### config.mk
export PLATFORM = sky130hd
export DESIGN_NAME = bus_cycle_seq
export DESIGN_NICKNAME = d
export VERILOG_FILES = /design/src/rtl/bcs_pkg.sv /design/src/rtl/bcs_fsm.sv /design/src/rtl/bcs_strobes.sv /design/src/rtl/bcs_datapath.sv /design/src/rtl/bus_cycle_seq.sv
export SDC_FILE = /design/constraint.sdc
export NUM_CORES = 1
export LEC_CHECK = 0
export BUFFER_PORTS_ARGS = -buffer_cell sky130_fd_sc_hd__buf_2
export CORE_ASPECT_RATIO = 1.5
export CORE_MARGIN = 2
export CORE_UTILIZATION = 43
export CTS_CLUSTER_SIZE = 20
export DETAILED_ROUTE_END_ITERATION = 8
export PLACE_DENSITY_LB_ADDON = 0.08
export SLEW_MARGIN = 15
export SYNTH_ARGS = -nofsm -noshare
export SYNTH_HDL_FRONTEND = slang
export SYNTH_HIERARCHICAL = 1
export SYNTH_SLANG_ARGS = --single-unit
### constraint.sdc
create_clock -name clk -period 1.7 [get_ports clk]
set_input_delay 0.255 -clock clk [delete_from_list [all_inputs] [get_ports clk]]
set_output_delay 0.255 -clock clk [all_outputs]
set_load 0.005 [all_outputs]
### src/rtl/bcs_pkg.sv
package bcs_pkg;

  typedef enum logic [2:0] {
    S_IDLE = 3'd0,
    S_T1   = 3'd1,
    S_T2   = 3'd2,
    S_T3   = 3'd3,
    S_TW   = 3'd4,
    S_T4   = 3'd5,
    S_HELD = 3'd6
  } bstate_t;

  // Phases in which the read or write strobe is active
  function automatic logic strobe_phase(bstate_t s);
    return (s == S_T2) || (s == S_T3) || (s == S_TW);
  endfunction

  // Phases in which the data-enable strobe is active
  function automatic logic data_phase(bstate_t s);
    return strobe_phase(s) || (s == S_T4);
  endfunction

  // Phases ended by an edge that samples ready
  function automatic logic sample_phase(bstate_t s);
    return (s == S_T3) || (s == S_TW);
  endfunction

  // Successor of a sampling phase
  function automatic bstate_t after_sample(logic rdy);
    return rdy ? S_T4 : S_TW;
  endfunction

endpackage

### src/rtl/bcs_fsm.sv
module bcs_fsm
  import bcs_pkg::*;
(
  input  logic    clk,
  input  logic    rst_n,
  input  logic    req_valid,
  input  logic    hold,
  input  logic    ready,
  output bstate_t state,
  output logic    req_accept,
  output logic    rdy_sample,
  output logic    capture
);

  bstate_t nxt;

  assign req_accept = (state == S_IDLE) && req_valid && !hold;
  assign rdy_sample = sample_phase(state);
  assign capture    = rdy_sample && ready;

  always_comb begin
    nxt = state;
    unique case (state)
      S_IDLE: begin
        if (hold)           nxt = S_HELD;
        else if (req_valid) nxt = S_T1;
      end
      S_T1:   nxt = S_T2;
      S_T2:   nxt = S_T3;
      S_T3:   nxt = after_sample(ready);
      S_TW:   nxt = after_sample(ready);
      S_T4:   nxt = S_IDLE;
      S_HELD: if (!hold) nxt = S_IDLE;
      default: nxt = S_IDLE;
    endcase
  end

  always_ff @(posedge clk) begin
    if (!rst_n) state <= S_IDLE;
    else        state <= nxt;
  end

endmodule

### src/rtl/bcs_strobes.sv
module bcs_strobes
  import bcs_pkg::*;
(
  input  bstate_t state,
  input  logic    cur_write,
  input  logic    cur_bhe,
  output logic    ale,
  output logic    rd_n,
  output logic    wr_n,
  output logic    bhe_n,
  output logic    den,
  output logic    ctl_oe,
  output logic    done,
  output logic    hlda
);

  logic strobe;

  assign strobe = strobe_phase(state);
  assign ale    = (state == S_T1);
  assign rd_n   = !(strobe && !cur_write);
  assign wr_n   = !(strobe && cur_write);
  assign bhe_n  = !((state == S_T1) && cur_bhe);
  assign den    = data_phase(state);
  assign hlda   = (state == S_HELD);
  assign ctl_oe = !hlda;
  assign done   = (state == S_T4);

endmodule

### src/rtl/bcs_datapath.sv
module bcs_datapath
  import bcs_pkg::*;
#(
  parameter int AW = 20,
  parameter int DW = 16
) (
  input  logic          clk,
  input  logic          rst_n,
  input  bstate_t       state,
  input  logic          req_accept,
  input  logic          req_write,
  input  logic [AW-1:0] req_addr,
  input  logic          req_bhe,
  input  logic [DW-1:0] req_wdata,
  input  logic          capture,
  input  logic [AW-1:0] ad_in,
  output logic [AW-1:0] ad_out,
  output logic          ad_oe,
  output logic [DW-1:0] rd_data,
  output logic          cur_write,
  output logic          cur_bhe
);

  localparam int PAD = AW - DW;

  logic [AW-1:0] cur_addr;
  logic [DW-1:0] cur_wdata;
  logic [AW-1:0] wdata_ext;

  generate
    if (PAD > 0) begin : g_pad
      assign wdata_ext = {{PAD{1'b0}}, cur_wdata};
    end else begin : g_nopad
      assign wdata_ext = cur_wdata;
    end
  endgenerate

  always_ff @(posedge clk) begin
    if (!rst_n) begin
      cur_addr  <= '0;
      cur_wdata <= '0;
      cur_write <= 1'b0;
      cur_bhe   <= 1'b0;
    end else if (req_accept) begin
      cur_addr  <= req_addr;
      cur_wdata <= req_wdata;
      cur_write <= req_write;
      cur_bhe   <= req_bhe;
    end
  end

  always_ff @(posedge clk) begin
    if (!rst_n)                      rd_data <= '0;
    else if (capture && !cur_write)  rd_data <= ad_in[DW-1:0];
  end

  assign ad_oe  = (state == S_T1) || (data_phase(state) && cur_write);
  assign ad_out = (state == S_T1) ? cur_addr : wdata_ext;

endmodule

### src/rtl/bus_cycle_seq.sv
module bus_cycle_seq
  import bcs_pkg::*;
#(
  parameter int AW = 20,
  parameter int DW = 16
) (
  input  logic          clk,
  input  logic          rst_n,
  input  logic          req_valid,
  input  logic          req_write,
  input  logic [AW-1:0] req_addr,
  input  logic          req_bhe,
  input  logic [DW-1:0] req_wdata,
  output logic          req_accept,
  output logic [AW-1:0] ad_out,
  output logic          ad_oe,
  input  logic [AW-1:0] ad_in,
  output logic          ale,
  output logic          rd_n,
  output logic          wr_n,
  output logic          bhe_n,
  output logic          den,
  output logic          ctl_oe,
  input  logic          ready,
  output logic [DW-1:0] rd_data,
  output logic          done,
  input  logic          hold,
  output logic          hlda
);

  bstate_t state;
  logic    rdy_sample;
  logic    capture;
  logic    cur_write;
  logic    cur_bhe;

  bcs_fsm u_fsm (
    .clk        (clk),
    .rst_n      (rst_n),
    .req_valid  (req_valid),
    .hold       (hold),
    .ready      (ready),
    .state      (state),
    .req_accept (req_accept),
    .rdy_sample (rdy_sample),
    .capture    (capture)
  );

  bcs_datapath #(.AW(AW), .DW(DW)) u_dp (
    .clk        (clk),
    .rst_n      (rst_n),
    .state      (state),
    .req_accept (req_accept),
    .req_write  (req_write),
    .req_addr   (req_addr),
    .req_bhe    (req_bhe),
    .req_wdata  (req_wdata),
    .capture    (capture),
    .ad_in      (ad_in),
    .ad_out     (ad_out),
    .ad_oe      (ad_oe),
    .rd_data    (rd_data),
    .cur_write  (cur_write),
    .cur_bhe    (cur_bhe)
  );

  bcs_strobes u_str (
    .state     (state),
    .cur_write (cur_write),
    .cur_bhe   (cur_bhe),
    .ale       (ale),
    .rd_n      (rd_n),
    .wr_n      (wr_n),
    .bhe_n     (bhe_n),
    .den       (den),
    .ctl_oe    (ctl_oe),
    .done      (done),
    .hlda      (hlda)
  );

endmodule

==> results of run 1 <==
worst max-delay path, stage by stage (launching register included):
cell and delay, ns:
dfxtp_4 0.35, nor3b_4 0.22, buf_12 0.15, clkbuf_16 0.15, mux2_4 0.30, buf_6 0.11
area by class of cell:
type	instances	area [sq um]	share of cell area
Multi-Input combinational cell	181	1470	0.379
Sequential cell	57	1150	0.297
Inverter	3	11.3	0.00291
Tap cell	72	90.1	0.0233
Clock buffer	12	155	0.0401
Timing Repair Buffer	125	956	0.247
Clock inverter	3	40.0	0.0104
cells by family (layout without fill, tap and decap cells):
family	Yosys count	in the layout	share of synthesized area
buffers and inverters	20	143	0.0521
xor gates and xnor gates	2	2	0.00675
AOI/OAI and AO/OA	28	28	0.0781
and+or+nand+nor	97	97	0.207
DFF	57	57	0.440
muxes	54	54	0.216
through the flow:
stage	setup TNS, ns	instances	hold slack [ns]	power (mW)	cell area (sq um)
global placement	0	427	0.440	2.26	3210
CTS	-2.98	447	0.156	3.62	3520
finish	-2.68	453	0.170	3.77	3870
detailed placement	0	427	0.444	2.27	3210
floorplan	0	258	0.372	2.01	2600
global route	-4.48	453	0.157	3.96	3870
what timing repair did:
action                                  4_1_cts  5_1_grt
resized for setup                            19       67
endpoints found under the hold margin         0        0
buffers inserted                              4        3
gates cloned                                  1        4
pin swaps                                     0       14
endpoints found under the setup margin       21       77
placed cells by master (no fill, tap or decap), types with 2 or more instances in the layout:
cell type,count
o21ai_1,2
nor3b_4,3
and2_4,4
nand2_2,4
nor2b_1,38
clkbuf_8,11
clkinv_2,2
xor2_1,2
buf_2,84
mux2i_1,38
buf_4,5
buf_6,28
buf_12,4
a21oi_1,2
dfxtp_4,2
nand3_1,2
a21boi_1,10
mux2_4,16
o21bai_1,3
nand2b_1,2
nor2_1,2
a21boi_2,6
inv_1,3
dfxtp_1,54
clkbuf_16,3
nand2_1,31
cell usage after synthesis (2+ instances only):
library cell,number
nor3b_2,2
o21bai_1,3
inv_1,3
dfxtp_1,57
and2_1,5
nand3_1,2
nand2b_1,2
a21oi_1,2
nor2_1,3
xor2_1,2
buf_2,3
o21ai_1,2
buf_4,3
nand2_1,36
a21boi_0,12
clkbuf_1,5
nor2b_1,40
mux2i_1,38
a21boi_1,4
mux2_2,16
buf_6,6
nor3_1,2
registers in the layout, indices dropped and copies added (netlist names):
name and cells:
u_dp/cur_addr 20, u_fsm/state 3, u_dp/rd_data 16, u_dp/cur_write 1, u_dp/cur_wdata 16, u_dp/cur_bhe 1
routing by layer:
layer	GRT usage	wire (um)
met1	0.188	2410
met2	0.312	3180
met3	0.0588	424
met4	0.0722	102
met5	0	0
power groups by stage:
stage | sequential (mW) | combinational [mW] | clock (mW)
after CTS | 1.50 | 0.844 | 1.28
after floorplan | 1.54 | 0.468 | 0
after detailed placement | 1.53 | 0.744 | 0
after global routing | 1.51 | 1.11 | 1.34
after global placement | 1.53 | 0.738 | 0
final | 1.50 | 1.02 | 1.24
worst max path at each step:
stage	from	end	slack, ns	cells after the start
after global routing	u_fsm/state[0]$_SDFFE_PN0P_	ad_out[8]	-0.23	5
after detailed placement	u_fsm/state[1]$_SDFFE_PN0P_	u_dp/rd_data[8]$_SDFFE_PN0P_	0.04	7
after CTS	u_fsm/state[1]$_SDFFE_PN0P_	ad_out[6]	-0.20	5
after floorplan	u_fsm/state[1]$_SDFFE_PN0P_	u_dp/rd_data[10]$_SDFFE_PN0P_	0.01	8
final	u_fsm/state[0]$_SDFFE_PN0P_	ad_out[8]	-0.17	5
after global placement	u_fsm/state[0]$_SDFFE_PN0P_	ad_out[6]	0.06	4
==> results.md, run 1 <==
* Final worst slack at -0.168 ns
* Port Buf Inserts at 104
* Sw Share at 0.263
* CTS Sinks at 57
* Prevailing post-synth register cell: dfxtp_1
* Initial Util at 0.445
* Hold Path Depth at 3
* Crit. End Element: output port
* Vias in the first global route at 2058
* Violations in the final reports: setup timing
* Post-synth EDFFs at 0
* Post-route DRC at 0
* Async SR Flop Fraction at 0
* Critical Path RT at 1.44 ns
* CP Max Fanout at 5
* Post-Route Utilization at 0.664
* Reg-to-reg endpoint: u_dp/rd_data[8]$_SDFFE_PN0P_
* Wire length per cell after detailed routing at 13.5 um
* Power Density at 974 nW/um^2
* Die height at 99.1 um
* Worst-Skew Late Latency at 0.32 ns
* Post-Place Worst Slack at 0.0417 ns
* First-pass GRT wire length at 9.03 mm
* Maximum clock path buffer count at 2
* Hold Crit Class: input pin to register
* Largest net degree at the start of global routing at 32
* WP data arrival at 1.61 ns
* Die area at 6690 sq um
* # Max-Cap Violations at 0
* Pleak at 1.65 nW
* RSZ-0062 raised after global routing: true
* Achievable Freq at 0.535 GHz
* Top-area cell type share of the netlist area at 0.440
* Share of the yosys chip area belonging to registers at 0.440
* Clk root buf: clkbuf_8
* Initial antenna violation count at 0
* Detail Placement HPWL at 3.88 mm
* Total CTS buffers at 9
* Final period util at 1.10
* CTS H-tree depth at 3
* Top cell type by total area after synthesis: dfxtp_1
* Max Clock Skew at 0.00535 ns
* Post-Syn Area per Cell at 10.1 sq um
* Slew headroom at 0.842
* Hold Buf Count CTS at 0
* VDD IR-drop max at 0.000759 V
* Synth Register Bits at 57
* Cell row count at 34
* Nets at 440
* Synth warnings at 6
* CTS tree: done
* Outcome: complete, but fails checks
* Routability cong. at 0.740
* CORE AREA at 5830 sq um
* Final ANT Viol Nets at 0
* Filler cells at 519
* Worst Path Class, Setup: register to output port
* Switching power at 0.991 mW
* Gr usage total at 0.177
* Total gr overflow at 0
* Total wire length at 6.12 mm
* Layout cells sized above 1 at 0.475
* Final min period at 1.87 ns
* Hold_sp: ad_in[7]
* Worst Hold End: u_dp/rd_data[7]$_SDFFE_PN0P_
* P_int at 2.78 mW
* Area contributors post-synth: dfxtp_1 (44%), mux2i_1 (15%), nor2b_1 (9.6%)
* R2r setup slk at 0.06 ns
* First-iteration detailed-routing DRC count at 59
* ANT cells at 0
* Die width at 67.4 um
* Flop pwr share at 0.398
* Area Growth Syn to Fin at 49.0%
* Syn_nets at 321
* Critical Path Start Type: register
* Worst r2r src: u_fsm/state[1]$_SDFFE_PN0P_
* Final hold vios at 0
* Final slew viol count at 0
* Comb pwr share at 0.272
* Clk slew on worst S/H paths at 0.06 ns
* Final setup viols at 21
* First-pass iteration count of the detailed router at 3
* Worst Max-Slew Pin Slew at 0.237 ns
* Routed via count at 2175
* Synth Instances at 258
* Clock power frac at 0.330
* Cell variety after synth at 32
* Register-to-Register Path Depth at 8
* Mapped Area at 2590 sq um
* Vias per cell at 4.80
* Top-level port count at 109
Note: power is estimated with default switching activity, not from simulation.
==> inputs of run 2 (changes only) <==
--- a/config.mk
+++ b/config.mk
@@ -6,7 +6,6 @@
 export NUM_CORES = 1
 export LEC_CHECK = 0
 export BUFFER_PORTS_ARGS = -buffer_cell sky130_fd_sc_hd__buf_2
-export CORE_ASPECT_RATIO = 1.5
 export CORE_MARGIN = 2
 export CORE_UTILIZATION = 43
 export CTS_CLUSTER_SIZE = 20
==> results.md, run 2 (synthesized netlist as in run 1, its figures left out) <==
* Power Density at 996 nW/um^2
* Register bank with the most flops: u_dp/cur_addr
* Largest net degree at the start of global routing at 35
* Critical Path Start Type: register
* Die area at 6670 sq um
* Nets at 441
* Worst Path Class, Setup: register to output port
* VDD IR-drop max at 0.000566 V
* Setup Total Neg Slack at -2.35 ns
* # Max-Cap Violations at 0
* WP data arrival at 1.62 ns
* ANT cells at 0
* CTS Sinks at 57
* Crit. End Element: output port
* Largest register FFs at 20
* CTS tree: done
* Crit path top cell by count: buf_6
* Hold Crit Class: input pin to register
* Routed via count at 2185
* CORE AREA at 5890 sq um
* Slew headroom at 0.822
* Commonest non-fill, non-tap cell in the layout: buf_2
* Final ANT Viol Nets at 0
* RSZ-0062 raised after global routing: true
* Gr usage total at 0.189
* Top flop regs: u_dp/cur_addr x20, u_dp/cur_wdata x16, u_dp/rd_data x16
* First-pass GRT wire length at 9.36 mm
* Port Buf Inserts at 104
* Outcome: complete, but fails checks
* Worst Max-Slew Pin Slew at 0.266 ns
* Die width at 81.7 um
* Pleak at 1.64 nW
* Final setup viols at 16
* Post-route cell area at 3830 sq um
* Violations in the final reports: setup timing
* Crit-path cells: nor3b_4, buf_6, buf_12, mux2_4, buf_6
* Max incr delay on CP at 0.36 ns
* CTS H-tree depth at 3
* Vias per cell at 4.78
* Total wire length at 6.11 mm
* Layout cells sized above 1 at 0.458
* Placed inst area at 3230 sq um
* First-pass iteration count of the detailed router at 4
* Post-route DRC at 0
* Final hold vios at 0
* First-iteration detailed-routing DRC count at 39
* Final min period at 1.88 ns
* Area Growth Syn to Fin at 47.5%
* Top-level port count at 109
* Die height at 81.7 um
* Critical Path RT at 1.44 ns
* Final period util at 1.11
* Most frequent cells in the layout: buf_2 (85), dfxtp_1 (54), mux2i_1 (38), nor2b_1 (38), nand2_1 (34)
* Wire length per cell after detailed routing at 13.4 um
* Master of the slowest instance on the critical path: dfxtp_4
* Final worst slack at -0.179 ns
* Total gr overflow at 0
* Achievable Freq at 0.532 GHz
* Initial Util at 0.441
* Cell row count at 28
* Max Clock Skew at 0.00697 ns
* CP Max Fanout at 7
* Clk root buf: clkbuf_8
* Vias in the first global route at 2059
* Initial antenna violation count at 0
* Final slew viol count at 0
* Routability cong. at 0.758
* Detail Placement HPWL at 3.89 mm
* Total CTS buffers at 9
* Clk slew on worst S/H paths at 0.06 ns
* Worst-Skew Late Latency at 0.33 ns
* Maximum clock path buffer count at 2
run 2: changes by cell type in the layout (fill, tap and decap cells not counted), moves of 2 or more:
cell	change
clkbuf_16	-3
buf_4	+3
nand2_1	+3
buf_8	+2
clkbuf_8	+2
a21boi_1	+4
buf_6	-3
a21boi_2	-4
nand2_2	-2
run 2: layer usage:
metal,GRT usage,vias up,part of all wire
li1,-,1112,-
met1,0.228,998,0.45
met2,0.302,66,0.46
met3,0.0758,9,0.076
met4,0.0750,0,0.011
met5,0,-,0
run 2: layout make-up:
type | instances | area (sq um)
well taps | 75 | 93.8
clock inverters | 2 | 35.0
clock buffers | 13 | 179
fillers | 510 | 2060
multi-input cells | 181 | 1440
inverters | 3 | 11.3
flip-flops and latches | 57 | 1150
repair buffers | 126 | 925
run 2: critical path: cells and delay by family (launching register included):
| kind | cells | cell delay [ns] |
|---|---|---|
| buffers and inverters | 3 | 0.40 |
| flip-flops | 1 | 0.36 |
| multiplexers | 1 | 0.31 |
| AND/OR/NAND/NOR | 1 | 0.23 |
run 2: path summary, 6_finish.rpt:
path	start	endpoint	slack (ns)	depth (start not counted)
worst max-delay path	u_fsm/state[1]$_SDFFE_PN0P_	ad_out[9]	-0.18	5
worst min-delay path	ad_in[12]	u_dp/rd_data[12]$_SDFFE_PN0P_	0.15	3
worst max register to register	u_fsm/state[1]$_SDFFE_PN0P_	u_dp/rd_data[7]$_SDFFE_PN0P_	0.05	8
worst min register to register	u_dp/rd_data[12]$_SDFFE_PN0P_	u_dp/rd_data[12]$_SDFFE_PN0P_	0.45	2
run 2: power by group:
group	internal (mW)	total, mW	leakage (nW)	switching [mW]
Clock	0.826	1.33	0.112	0.502
Combinational	0.561	0.982	1.06	0.420
Sequential	1.44	1.50	0.465	0.0620
Total	2.83	3.81	1.64	0.984
run 2: stage by stage:
step / utilization / total power [mW] / hold WS [ns] / cells / setup WS [ns]
after floorplan: - / 2.01 / 0.372 / 258 / 0.0112
after CTS: 0.637 / 3.82 / 0.149 / 458 / -0.168
final: 0.651 / 3.81 / 0.154 / 457 / -0.179
after global placement: 0.548 / 2.27 / 0.439 / 432 / 0.103
after detailed placement: 0.548 / 2.28 / 0.445 / 432 / 0.0244
after global routing: 0.651 / 4.02 / 0.144 / 457 / -0.245
run 2: what timing repair did:
| item | CTS | global route |
|---|---|---|
| setup endpoints to repair | 24 | 52 |
| setup buffers | 9 | 0 |
| gates cloned | 2 | 0 |
| pin swaps | 2 | 13 |
| hold buffers | 0 | 0 |
| gates resized for setup | 40 | 36 |
==> inputs of run 3 (changes only) <==
--- a/config.mk
+++ b/config.mk
@@ -11,6 +11,7 @@
 export CTS_CLUSTER_SIZE = 20
 export DETAILED_ROUTE_END_ITERATION = 8
 export PLACE_DENSITY_LB_ADDON = 0.08
+export SKIP_LAST_GASP = 1
 export SLEW_MARGIN = 15
 export SYNTH_ARGS = -nofsm -noshare
 export SYNTH_HDL_FRONTEND = slang
==> results.md, run 3 (synthesized netlist as in run 1, its figures left out) <==
* Top flop regs: u_dp/cur_addr x20, u_dp/cur_wdata x16, u_dp/rd_data x16
* VDD IR-drop max at 0.000572 V
* Largest net degree at the start of global routing at 35
* Register bank with the most flops: u_dp/cur_addr
* Clk root buf: clkbuf_8
* Post-route cell area at 3840 sq um
* Hold Path Depth at 3
* Initial antenna violation count at 0
* CTS Sinks at 57
* Worst r2r src: u_fsm/state[1]$_SDFFE_PN0P_
* First-iteration detailed-routing DRC count at 42
* Initial Util at 0.441
* Tot Pwr at 3.82 mW
* Setup Total Neg Slack at -2.35 ns
* Cell row count at 28
* # Max-Cap Violations at 0
* CTS H-tree depth at 3
* Clk slew on worst S/H paths at 0.06 ns
* ANT cells at 0
* Final period util at 1.11
* Die area at 6670 sq um
* Worst Path Class, Setup: register to output port
* Top-level port count at 109
* Total wire length at 6.17 mm
* Min Hold Slack at 0.155 ns
* Vias per cell at 4.79
* Violations in the final reports: setup timing
* Routed via count at 2196
* Final slew viol count at 0
* WP data arrival at 1.62 ns
* Port Buf Inserts at 104
* Achievable Freq at 0.532 GHz
* Final hold vios at 0
* First-pass GRT wire length at 9.37 mm
* WP buf/inv at 3
* Outcome: complete, but fails checks
* Hold_sp: ad_in[12]
* Met2 wire length at 2.92 mm
* Post-Route Utilization at 0.652
* Final setup viols at 16
* Commonest non-fill, non-tap cell in the layout: buf_2
* Final min period at 1.88 ns
* Crit-path cells: nor3b_4, buf_6, buf_12, mux2_4, buf_6
* Post-route DRC at 0
* Layout cells sized above 1 at 0.467
* RSZ-0062 raised after global routing: true
* Die width at 81.7 um
* Detail Placement HPWL at 3.89 mm
* Final ANT Viol Nets at 0
* Register-to-Register Path Depth at 9
* CORE AREA at 5890 sq um
* Master of the slowest instance on the critical path: dfxtp_4
* Total gr overflow at 0
* Placed inst area at 3230 sq um
* Gr usage total at 0.189
* Slew headroom at 0.822
* Pleak at 1.64 nW
* Worst-Skew Late Latency at 0.33 ns
* Power Density at 995 nW/um^2
* Vias in the first global route at 2059
* CP Max Fanout at 7
* Critical Path Start Type: register
* Total CTS buffers at 9
* Die height at 81.7 um
* Wire length per cell after detailed routing at 13.5 um
* Largest register FFs at 20
* Maximum clock path buffer count at 2
* DR top layer: met4
* Final worst slack at -0.179 ns
* CTS tree: done
* Most frequent cells in the layout: buf_2 (86), dfxtp_1 (54), nor2b_1 (38)
* Metal1 wirelength at 2.72 mm
* Delay-heaviest family, CP: buffers and inverters
* Routability cong. at 0.758
* Nets at 442
* Hold Crit Class: input pin to register
* Crit path top cell by count: buf_6
* Critical Path RT at 1.44 ns
* Max incr delay on CP at 0.36 ns
* Detail Route met3 WL at 462 um
* Crit. End Element: output port
* Critical path depth at 5
* Area Growth Syn to Fin at 47.9%
* First-pass iteration count of the detailed router at 4
* Worst Max-Slew Pin Slew at 0.266 ns
* Max Clock Skew at 0.00746 ns
* Worst Setup SP: u_fsm/state[1]$_SDFFE_PN0P_
[run 3: cell types whose count changed in the layout (fill, tap and decap cells not counted), sizes merged]
cell  delta
buf      +1
[run 3: worst reg2reg max path, delay by kind of cell, from the launching register on]
kind	cells	cell delay [ns]
and+or+nand+nor	4	0.46
DFF	1	0.36
buffers and inverters	4	0.52
muxes	1	0.22
[run 3: timing repair]
| item | CTS | global route |
|---|---|---|
| pin swaps | 2 | 13 |
| endpoints found under the setup margin | 24 | 68 |
| setup buffers | 9 | 1 |
| hold buffers | 0 | 0 |
| gates cloned | 2 | 0 |
| resized for setup | 38 | 39 |
| endpoints found under the hold margin | 0 | 0 |
[run 3: stage by stage]
stage	std cells	setup WS [ns]
2_1_floorplan	258	0.0112
3_3_place_gp	432	0.103
3_5_place_dp	432	0.0244
4_1_cts	458	-0.168
5_1_grt	458	-0.245
6_report	458	-0.179
[run 3: worst paths after layout]
check | slack, ns | end
setup / recovery | -0.18 | ad_out[9]
hold reg to reg | 0.45 | u_dp/rd_data[12]$_SDFFE_PN0P_
hold / removal | 0.15 | u_dp/rd_data[12]$_SDFFE_PN0P_
setup reg to reg | 0.04 | u_dp/cur_addr[18]$_SDFFE_PN0P_
[run 3: routing by layer]
layer | track usage | vias up
met5 | 0 | -
met1 | 0.228 | 1012
li1 | - | 1109
met2 | 0.302 | 66
met3 | 0.0758 | 9
met4 | 0.0750 | 0
[run 3: cell type report]
type	instances	area [sq um]
Clock buffer	13	179
Timing Repair Buffer	127	922
Sequential cell	57	1150
Tap cell	75	93.8
Multi-Input combinational cell	181	1450
Fill cell	509	2050
Clock inverter	2	35.0
Inverter	3	11.3
[run 3: where the power goes]
part           leakage (nW)  switching, mW  total (mW)  internal (mW)
combinational          1.07          0.424       0.988          0.564
clock                 0.112          0.502        1.33          0.826
sequential            0.465         0.0618        1.50           1.44
